### src/rtl/pitc_pkg.sv
package pitc_pkg;

  typedef enum logic [2:0] {
    M_TERM    = 3'd0,
    M_ONESHOT = 3'd1,
    M_RATE    = 3'd2,
    M_SQUARE  = 3'd3,
    M_SWSTB   = 3'd4,
    M_HWSTB   = 3'd5
  } pit_mode_e;

  // Codes 6 and 7 drop bit 2 and land on rate / square.
  function automatic pit_mode_e fold_mode(input logic [2:0] raw);
    if (raw[2] && raw[1]) return pit_mode_e'({1'b0, raw[1:0]});
    return pit_mode_e'(raw);
  endfunction

  function automatic logic is_retrig(input pit_mode_e m);
    return (m == M_ONESHOT) || (m == M_RATE) || (m == M_SQUARE) || (m == M_HWSTB);
  endfunction

  function automatic logic is_gated(input pit_mode_e m);
    return (m == M_TERM) || (m == M_SWSTB);
  endfunction

  function automatic logic is_periodic(input pit_mode_e m);
    return (m == M_RATE) || (m == M_SQUARE);
  endfunction

endpackage

### src/rtl/pitc_stage.sv
module pitc_stage #(
  parameter int CNT_W = 16
) (
  input  logic             clk,
  input  logic             rst_n,
  input  logic             tick_i,
  input  logic             gate_i,
  input  logic             load_i,
  input  logic [CNT_W-1:0] load_val_i,
  input  logic             mode_wr_i,
  input  logic             prog_i,
  output logic             load_fire_o,
  output logic             gate_rise_o,
  output logic [CNT_W-1:0] pend_val_o
);

  logic             gate_q;
  logic             pend_v;
  logic [CNT_W-1:0] pend_q;

  assign load_fire_o = tick_i & pend_v & prog_i & ~mode_wr_i;
  assign gate_rise_o = gate_i & ~gate_q;
  assign pend_val_o  = pend_q;

  always_ff @(posedge clk) begin
    if (!rst_n) begin
      gate_q <= 1'b0;
      pend_v <= 1'b0;
      pend_q <= '0;
    end else begin
      gate_q <= gate_i;
      if (load_i) begin
        pend_q <= load_val_i;
        pend_v <= 1'b1;
      end else if (load_fire_o) begin
        pend_v <= 1'b0;
      end
    end
  end

endmodule

### src/rtl/pitc_core.sv
module pitc_core
  import pitc_pkg::*;
#(
  parameter int CNT_W = 16,
  localparam int EW   = CNT_W + 1
) (
  input  logic             clk,
  input  logic             rst_n,
  input  logic             tick_i,
  input  logic             gate_i,
  input  logic             mode_wr_i,
  input  logic [2:0]       mode_i,
  input  logic             load_fire_i,
  input  logic [CNT_W-1:0] load_val_i,
  input  logic             gate_rise_i,
  output logic             restart_o,
  output logic             count_en_o,
  output logic             prog_o,
  output logic             active_o,
  output pit_mode_e        mode_o,
  output logic [EW-1:0]    n_o,
  output logic [EW-1:0]    ph_o,
  output logic             term_o,
  output logic             hit_o,
  output logic             started_o
);

  localparam logic [EW-1:0] FULL = {1'b1, {CNT_W{1'b0}}};

  pit_mode_e     mode_q;
  logic          prog_q, active_q, term_q, hit_q, started_q;
  logic [EW-1:0] n_q, ph_q, ph_inc, ph_step;
  logic          reach;

  assign restart_o  = active_q & gate_rise_i & is_retrig(mode_q) & ~load_fire_i & ~mode_wr_i;
  assign count_en_o = active_q & tick_i & (gate_i | ~is_gated(mode_q))
                      & ~restart_o & ~load_fire_i & ~mode_wr_i;

  assign ph_inc  = ph_q + 1'b1;
  assign reach   = (ph_inc == n_q);
  assign ph_step = is_periodic(mode_q) ? (reach ? '0 : ph_inc)
                                       : {1'b0, ph_inc[CNT_W-1:0]};

  always_ff @(posedge clk) begin
    if (!rst_n) begin
      mode_q    <= M_TERM;
      prog_q    <= 1'b0;
      active_q  <= 1'b0;
      n_q       <= '0;
      ph_q      <= '0;
      term_q    <= 1'b0;
      hit_q     <= 1'b0;
      started_q <= 1'b0;
    end else if (mode_wr_i) begin
      mode_q   <= fold_mode(mode_i);
      prog_q   <= 1'b1;
      active_q <= 1'b0;
    end else if (load_fire_i || restart_o) begin
      if (load_fire_i) begin
        n_q      <= (load_val_i == '0) ? FULL : {1'b0, load_val_i};
        active_q <= 1'b1;
      end
      ph_q      <= '0;
      term_q    <= 1'b0;
      hit_q     <= 1'b0;
      started_q <= 1'b0;
    end else if (count_en_o) begin
      ph_q      <= ph_step;
      term_q    <= term_q | reach;
      hit_q     <= reach & ~term_q;
      started_q <= 1'b1;
    end
  end

  assign prog_o    = prog_q;
  assign active_o  = active_q;
  assign mode_o    = mode_q;
  assign n_o       = n_q;
  assign ph_o      = ph_q;
  assign term_o    = term_q;
  assign hit_o     = hit_q;
  assign started_o = started_q;

endmodule

### src/rtl/pitc_view.sv
module pitc_view
  import pitc_pkg::*;
#(
  parameter int CNT_W = 16,
  localparam int EW   = CNT_W + 1
) (
  input  logic          active_i,
  input  pit_mode_e     mode_i,
  input  logic [EW-1:0] n_i,
  input  logic [EW-1:0] ph_i,
  input  logic          term_i,
  input  logic          hit_i,
  input  logic          started_i,
  output logic [CNT_W-1:0] count_o,
  output logic          out_o
);

  function automatic logic [EW-1:0] half_up(input logic [EW-1:0] n);
    logic [EW:0] s;
    s = {1'b0, n} + 1'b1;
    return s[EW:1];
  endfunction

  // (2*ph) mod n, valid because ph < n
  function automatic logic [EW-1:0] dbl_mod(input logic [EW-1:0] ph, input logic [EW-1:0] n);
    logic [EW:0] t, r;
    t = {ph, 1'b0};
    r = (t >= {1'b0, n}) ? (t - {1'b0, n}) : t;
    return r[EW-1:0];
  endfunction

  logic [EW-1:0] used_ph, remain;

  assign used_ph = (mode_i == M_SQUARE) ? dbl_mod(ph_i, n_i) : ph_i;
  assign remain  = n_i - used_ph;
  assign count_o = active_i ? remain[CNT_W-1:0] : '0;

  always_comb begin
    out_o = 1'b0;
    if (active_i) begin
      unique case (mode_i)
        M_TERM, M_ONESHOT: out_o = term_i;
        M_RATE:            out_o = started_i && (ph_i == '0);
        M_SQUARE:          out_o = (ph_i < half_up(n_i));
        default:           out_o = hit_i;
      endcase
    end
  end

endmodule

### src/rtl/pit_channel.sv
module pit_channel
  import pitc_pkg::*;
#(
  parameter int CNT_W = 16,
  localparam int EW   = CNT_W + 1
) (
  input  logic             clk,
  input  logic             rst_n,
  input  logic             tick_i,
  input  logic             gate_i,
  input  logic             mode_wr_i,
  input  logic [2:0]       mode_i,
  input  logic             load_i,
  input  logic [CNT_W-1:0] load_val_i,
  output logic [CNT_W-1:0] count_o,
  output logic             out_o
);

  logic             load_fire, gate_rise, restart, count_en, prog, active;
  logic             term, hit, started;
  logic [CNT_W-1:0] pend_val;
  logic [EW-1:0]    n_val, ph_val;
  pit_mode_e        mode_q;

  pitc_stage #(.CNT_W(CNT_W)) u_stage (
    .clk(clk), .rst_n(rst_n), .tick_i(tick_i), .gate_i(gate_i),
    .load_i(load_i), .load_val_i(load_val_i), .mode_wr_i(mode_wr_i),
    .prog_i(prog), .load_fire_o(load_fire), .gate_rise_o(gate_rise),
    .pend_val_o(pend_val)
  );

  pitc_core #(.CNT_W(CNT_W)) u_core (
    .clk(clk), .rst_n(rst_n), .tick_i(tick_i), .gate_i(gate_i),
    .mode_wr_i(mode_wr_i), .mode_i(mode_i), .load_fire_i(load_fire),
    .load_val_i(pend_val), .gate_rise_i(gate_rise), .restart_o(restart),
    .count_en_o(count_en), .prog_o(prog), .active_o(active), .mode_o(mode_q),
    .n_o(n_val), .ph_o(ph_val), .term_o(term), .hit_o(hit), .started_o(started)
  );

  pitc_view #(.CNT_W(CNT_W)) u_view (
    .active_i(active), .mode_i(mode_q), .n_i(n_val), .ph_i(ph_val),
    .term_i(term), .hit_i(hit), .started_i(started),
    .count_o(count_o), .out_o(out_o)
  );

endmodule

### config.mk
export PLATFORM = sky130hd
export DESIGN_NAME = pit_channel
export DESIGN_NICKNAME = d
export VERILOG_FILES = /design/src/rtl/pitc_pkg.sv /design/src/rtl/pitc_stage.sv /design/src/rtl/pitc_core.sv /design/src/rtl/pitc_view.sv /design/src/rtl/pit_channel.sv
export SDC_FILE = /design/constraint.sdc
export NUM_CORES = 1
export LEC_CHECK = 0
export BUFFER_PORTS_ARGS = -buffer_cell sky130_fd_sc_hd__clkbuf_2
export CAP_MARGIN = 20
export CORE_ASPECT_RATIO = 0.7
export CORE_MARGIN = 3
export CORE_UTILIZATION = 30
export DETAILED_ROUTE_END_ITERATION = 7
export GPL_ROUTABILITY_DRIVEN = 0
export MAX_ROUTING_LAYER = met4
export SLEW_MARGIN = 5
export SYNTH_ARGS = -nofsm -noshare
export SYNTH_HDL_FRONTEND = slang
export SYNTH_SLANG_ARGS = --single-unit
### constraint.sdc
create_clock -name clk -period 5.44 [get_ports clk]
set_input_delay 0.272 -clock clk [delete_from_list [all_inputs] [get_ports clk]]
set_output_delay 0.272 -clock clk [all_outputs]
set_load 0.01 [all_outputs]
==> results of run 1 <==
worst max-delay path, delay by kind of cell, from the launching register on:
family / cells / cell delay [ns]
fa+ha+maj: 2 / 0.50
flops: 1 / 0.43
compound gates: 10 / 2.16
buf+inv: 2 / 0.27
simple gates: 6 / 1.15
sequential cells by signal, indices dropped and copies added, names as in the netlist:
signal / flops
u_core.active_o: 1
u_core.hit_o: 1
u_core.mode_o: 3
u_core.n_o: 17
u_core.ph_o: 17
u_core.prog_o: 1
u_core.started_o: 1
u_core.term_o: 1
u_stage.gate_q: 1
u_stage.pend_v: 1
u_stage.pend_val_o: 16
kinds of logic (layout without fill, tap and decap cells):
kind of cell	count (synthesis)	count (layout)	share of synthesized area (%)
xor+xnor	59	59	9.006
flops	60	60	20.93
compound gates	181	181	20.98
fa+ha+maj	54	54	12.04
buf+inv	75	124	5.822
simple gates	277	277	26.82
mux	24	24	4.405
per-layer routing:
| metal | up-vias | track usage (%) | share of wire [%] |
|---|---|---|---|
| met2 | 240 | 19.74 | 34 |
| li1 | 2763 | - | - |
| met5 | - | - | 0 |
| met3 | 13 | 3.990 | 11 |
| met4 | 0 | 2.613 | 0.71 |
| met1 | 2586 | 29.42 | 55 |
cell type report:
type	instances	area share, %
Clock buffer	9	3.387
Inverter	30	1.694
Clock inverter	6	1.355
Tap cell	236	4.441
Sequential cell	60	18.07
Timing Repair Buffer	79	7.377
Multi-Input combinational cell	595	63.68
synthesized netlist by cell type (7+ instances only):
master,count
nor2b_1,37
xor2_1,26
o21ai_0,27
nand4_1,19
ha_1,52
a21oi_1,42
inv_1,30
mux2i_1,23
xnor2_1,33
a22oi_1,12
nor2_1,44
o211ai_1,13
a21o_1,14
a21boi_0,7
nor4_1,13
nand2_1,54
and4_1,7
nand4b_1,7
a31oi_1,18
and3_1,14
nand3_1,25
nor3_1,19
nand2b_1,9
clkbuf_1,28
dfxtp_1,60
per-stage QoR:
stage / utilization (%) / TNS, ns
after floorplan: - / 0
after global placement: 34.32 / 0
after detailed placement: 34.32 / 0
after CTS: 36.03 / 0
after global routing: 36.20 / -0.02436
final: 36.20 / 0
power by group:
| part | switching [W] | total [W] | internal, W |
|---|---|---|---|
| combinational | 0.0000701 | 0.000128 | 0.0000584 |
| sequential | 0.0000105 | 0.000461 | 0.000451 |
| clock | 0.000211 | 0.000610 | 0.000399 |
| total | 0.000292 | 0.00120 | 0.000908 |
worst max-delay path by stage:
stage | to | slack (ns)
CTS | count_o[15] | 0.08
finish | count_o[15] | 0.32
global placement | count_o[15] | 0.54
global route | count_o[15] | -0.02
detailed placement | count_o[15] | 0.45
floorplan | count_o[15] | 0.89
==> impl_results.md, run 1 <==
* Antenna Violating Nets Remaining at 0
* Summed instance area of the synthesized netlist at about 5700 µm²
* Post_cts resized at 0
* CP cell instances: inv_1 -> ha_1 -> a21o_1 -> a211o_1 -> a311oi_1 -> o21ai_2 -> and2_2 -> a21oi_1 -> nor2_1 -> a21oi_2 -> ha_1 -> nor2b_1 -> o31ai_2 -> a211o_1 -> a211oi_2 -> nor3_1 -> or3_1 -> a211o_1 -> and3_1 -> clkbuf_2
* Mapped Avg Cell Area at 7.860 µm²
* Max-cap violation count at 0
* Total congestion overflow at 0
* Clock period minus worst slack at 5.125 ns
* Primary FF master, synth: dfxtp_1
* Portion of synthesized cell area occupied by the leading cell type at between 20% and 30%
* Post-DR vias/cell at about 5.5
* Antenna fix cells at 0
* P&R area growth vs syn at 15.87%
* Maximum net fanout on the critical path at 7
* Number of antenna violations at the first check in global routing at 0
* Max-slew violation count at 0
* Pin count of the biggest net entering global routing at between 50 and 60
* Setup crit start kind: flop
* Category of the worst setup path capture point: output pin
* Hold-fix buffers, CTS at 0
* Yosys warns at 0
* CP Launch Point: u_core.n_o[15]
* Number of enable flip-flop cells after synthesis at 0
* CTS Buf Count at 9
* Worst Hold Path EP: u_stage.gate_q
* Detailed-route via count at approximately 5600
* Worst path required time at about 5.2 ns
* Count of cells along the worst hold path at 2
* Synth Net Count at 809
* Placed Cells incl. Taps at 1000
* Setup fix buffers added after clock tree synthesis at 0
* Die outline area at around 21000 µm²
* Die H at roughly 120 µm
* Worst reg2reg path endpoint: u_core.ph_o[16]
* Routed Wire Length at around 17 mm
* Stage delay of the slowest cell on the critical path at around 0.43 ns
* First-pass DRT Iterations at 6
* Most common library cell in the layout ignoring fill and taps: dfxtp_1
* Arrival time worst endpoint at 4.85 ns
* Netlist cell types at between 60 and 70
* Clock network latency to the later pin of the worst-skew pair at approximately 0.34 ns
* H-Tree Depth at 3
* Startpoint of the most critical register-to-register path: u_core.active_o
* Max stage delay cell, worst path: dfxtp_1
* Hold Slack at 0.1776 ns
* Worst hold start: gate_i
* Worst slew margin relative to its limit at 30.37%
* Number of standard cells in the final layout excluding fillers at roughly 1000
* Filler Cells Inserted at about 1900
* Worst path setup slack after routing at about 0.32 ns
* Hold violation count in the final report at 0
* Starting utilization of the core area at around 31%
* Leak pwr at ~2.7 nW
* Power density over the cells at between 150 and 200 nW/µm²
* Vias in the first global route at 4922
* Final worst-path cycle share at between 90% and 100%
* Ratio of cells with drive above 1 in the final layout at between 10% and 20%
* FF+latch area at roughly 1200 µm²
* Core region area at ~18000 µm²
* TritonCTS clock tree: yes
* Tightest Hold Check Type: in -> reg
* Detailed Place HPWL at roughly 14 mm
* Area of the multi-input gates at 4234 µm²
* TritonCTS sink count at 60
* Max Clock Freq at 195.1 MHz
* Final routed wire length divided by cell count at around 17 µm
* Iteration-0 DRC count of the detailed router at roughly 490
* Most frequent cell on the critical path: a211o_1
* IO Count at 42
* Asr flop ratio synth at 0%
* Cells after synthesis at 730
* Result of the run: completed
* Total Nets Final at 854
* Port Buffer Count at between 40 and 50
* Die outline width at 171.3 µm
* Worst Setup Path Type: reg -> out
* Reg-to-reg slack, setup at between 2 and 2.5 ns
* Final non-filler cell area at 6649 µm²
* Clk slew on worst S/H paths at around 0.06 ns
* Global-route wire length before repair at ~27 mm
* Worst Max-Slew Pin Slew at between 1 and 1.5 ns
* Std cell rows at 41
* Global-route usage over all layers at between 15 and 20%
* Post-placement cell area at approximately 6300 µm²
* Maximum resistive drop on vdd at around 0.20 mV
* Flop and latch count out of synthesis at 60
* RSZ-0062 raised after global routing: yes
* Register-to-Register Path Depth at 9
* Cell types occupying the most area after synthesis: dfxtp_1 21%, ha_1 11%, xnor2_1 5.0%
* Root cell of the clock tree: clkbuf_16
* Post-synthesis cell type with the largest combined area: dfxtp_1
* Setup-failing EPs final at 0
* Setup WS pre-CTS at ~0.45 ns
* Total power at ~0.0012 W
* DRC Markers at 0
* Sequential-to-total area share from yosys stat at a little over a fifth
* Final setup skew at 0.01072 ns
* Max clock buf depth at 2
* Commonest cells after routing, fill and taps aside: 60 x dfxtp_1, 53 x nand2_1, 52 x ha_1, 44 x nor2_1
Power figures use the tool's default switching activity.
==> inputs of run 2 (changes only) <==
- CELL_PAD_IN_SITES_DETAIL_PLACEMENT: unset -> 1
- CELL_PAD_IN_SITES_GLOBAL_PLACEMENT: unset -> 2
- CORE_ASPECT_RATIO: 0.7 -> unset
- PLACE_DENSITY: unset -> 0.65
==> impl_results.md, run 2 (synthesis results as in run 1) <==
* Utilization after layout at 36.88% (+0.68 points)
* Clock period minus worst slack at 5.147 ns (+0.02201 ns)
* Count of buffering cells on the critical path with inverters included at 2 (unchanged)
* Pin count of the biggest net entering global routing at 45 (-15%)
* Std cell rows at 49 (+20%)
* TritonCTS clock tree: yes
* Power density over the cells at 188.4 nW/µm² (+4.4%)
* Die outline width at 144.3 µm (-16%)
* Port Buffer Count at 41 (unchanged)
* Max-cap violation count at 0 (unchanged)
* Hold Slack at 0.1840 ns (+0.006398 ns)
* Antenna Violating Nets Remaining at 0 (unchanged)
* Routed Wire Length at 20.60 mm (+18%)
* Global-route wire length before repair at 32.32 mm (+18%)
* Max stage delay cell, worst path: or3_1
* Post-DR vias/cell at 5.559 (+0.71%)
* Clock network latency to the later pin of the worst-skew pair at 0.33 ns (about the same)
* Category of the worst setup path capture point: output pin
* Max clock buf depth at 2 (unchanged)
* Vias in the first global route at 5954 (+21%)
* Post-placement cell area at 6297 µm² (about the same)
* Worst slew margin relative to its limit at 25.42% (-4.9 points)
* IO Count at 42 (unchanged)
* Commonest cells after routing, fill and taps aside: 57 x dfxtp_1, 53 x nand2_1, 48 x ha_1, 44 x nor2_1, 42 x buf_4
* DRC Markers at 0 (unchanged)
* Setup crit start kind: flop
* Sequential power share at 36.1% (-2.3 points)
* Ratio of cells with drive above 1 in the final layout at 16.28% (+2.0 points)
* Root cell of the clock tree: clkbuf_16
* CTS Buf Count at 9 (unchanged)
* Iteration-0 DRC count of the detailed router at 371 (-24%)
* Stage delay of the slowest cell on the critical path at 0.38 ns (-0.05 ns)
* Total net switching power at 0.0003054 W (+4.6%)
* Sw Share at 23.90% (-0.44 points)
* Detailed Place HPWL at 16.44 mm (+18%)
* Relative contribution of the clock network to total power at 52.9% (+2.0 points)
* Most frequent cell on the critical path: a211o_1
* Starting utilization of the core area at 31.20% (-0.047 points)
* Placed Cells incl. Taps at 993 (-0.70%)
* P&R area growth vs syn at 18.23%
* Final worst-path cycle share at 94.61% (+0.40 points)
* Leak pwr at 2.723 nW (+1.9%)
* Hold violation count in the final report at 0 (unchanged)
* Comb pwr share at 11.0% (+0.3 points)
* Worst Setup Path Type: reg -> out
* Antenna fix cells at 0 (unchanged)
* P_int at 0.0009723 W (+7.1%)
* Number of standard cells in the final layout excluding fillers at 1015 (unchanged)
* Core region area at 18390 µm² (+0.15%)
* Tightest Hold Check Type: in -> reg
* Die outline area at 20820 µm² (-0.13%)
* Final routed wire length divided by cell count at 20.30 µm (+18%)
* Global-route usage over all layers at 20.56% (+3.2 points)
* First-pass DRT Iterations at 4 (-2)
* Total congestion overflow at 0 (unchanged)
* Top cell family by delay on the critical path: compound AO/OA/AOI/OAI gates
* Worst Max-Slew Pin Slew at 1.119 ns (+0.07422 ns)
* Clk slew on worst S/H paths at 0.06 ns (about the same)
* Arrival time worst endpoint at 4.87 ns (+0.02 ns)
* Worst path required time at 5.17 ns (about the same)
* Setup-failing EPs final at 0 (unchanged)
* Max Clock Freq at 194.3 MHz (-0.43%)
* Max-slew violation count at 0 (unchanged)
* TritonCTS sink count at 60 (unchanged)
* Final setup skew at 0.007402 ns (-0.003319 ns)
* Maximum resistive drop on vdd at 0.2028 mV (+2.2%)
* CP cell instances: inv_1 -> ha_2 -> a21oi_1 -> and4_1 -> a211o_1 -> o21ai_4 -> nand2_4 -> a211oi_1 -> a21oi_1 -> ha_1 -> o21a_1 -> o31ai_1 -> a211o_1 -> a211oi_2 -> nor3_2 -> or3_1 -> a211o_1 -> and3_1 -> clkbuf_2
* Maximum net fanout on the critical path at 6 (-1)
* Die H at 144.3 µm (+19%)
* Number of antenna violations at the first check in global routing at 0 (unchanged)
* H-Tree Depth at 3 (unchanged)
* Hold-fix buffers, CTS at 0 (unchanged)
* Setup_tns at 0 ns (unchanged)
* Detailed-route via count at 5642 (+0.71%)
* Total Nets Final at 860 (+0.70%)
* Result of the run: completed
* Final non-filler cell area at 6784 µm² (+2.0%)
* Most common library cell in the layout ignoring fill and taps: dfxtp_1
## run 2: cell count changes in the layout (fill, tap and decap cells not counted), sizes merged
cell / before / now
buf: 38 / 43
bufinv: 2 / 3
clkbuf: 50 / 51
clkinv: 3 / 2
nand2: 54 / 55
## run 2: area by class of cell
| type | count | area [µm²] |
|---|---|---|
| Clock buffer | 10 | 239.0 |
| Clock inverter | 6 | 111.4 |
| Fill cell | 2232 | 11610 |
| Inverter | 30 | 112.6 |
| Multi-Input combinational cell | 596 | 4295 |
| Sequential cell | 60 | 1207 |
| Tap cell | 229 | 286.5 |
| Timing Repair Buffer | 84 | 531.8 |
## run 2: stage by stage
| step | power [W] | worst slack, ns |
|---|---|---|
| after floorplan | 0.0005619 | 0.8897 |
| after global placement | 0.0006010 | 0.3018 |
| after detailed placement | 0.0006049 | 0.2392 |
| after CTS | 0.001285 | 0.05247 |
| after global routing | 0.001320 | -0.02187 |
| final | 0.001278 | 0.2935 |
## run 2: repair_timing
action / 4_1_cts / 5_1_grt
endpoints found under the setup margin: 2 / 4
buffers inserted: 1 / 4
pin swaps: 1 / 7
gates cloned: 0 / 1
resized for setup: 4 / 20
## run 2: power groups by stage
stage / Sequential (W) / Combinational (W) / Clock, W
2_1_floorplan: 0.000467 / 0.0000953 / 0
3_3_place_gp: 0.000471 / 0.000130 / 0
3_5_place_dp: 0.000471 / 0.000134 / 0
4_1_cts: 0.000462 / 0.000137 / 0.000687
5_1_grt: 0.000463 / 0.000155 / 0.000702
6_report: 0.000461 / 0.000140 / 0.000676
## run 2: per-layer routing
| layer | track usage, % | share of wire (%) | vias to the layer above |
|---|---|---|---|
| met4 | 5.891 | 2.0 | 0 |
| met2 | 33.55 | 47 | 101 |
| met5 | - | 0 | - |
| met3 | 2.183 | 3.6 | 21 |
| met1 | 27.03 | 47 | 2748 |
| li1 | - | - | 2772 |
## run 2: worst paths after layout
check,to,slack (ns),startpoint,cells past startpoint
worst min-delay path,u_stage.gate_q,0.18,gate_i,2
worst max register to register,u_core.ph_o[4],2.17,u_core.ph_o[0],10
worst min register to register,u_core.hit_o,0.46,u_core.hit_o,2
worst max-delay path,count_o[15],0.29,u_core.n_o[9],19
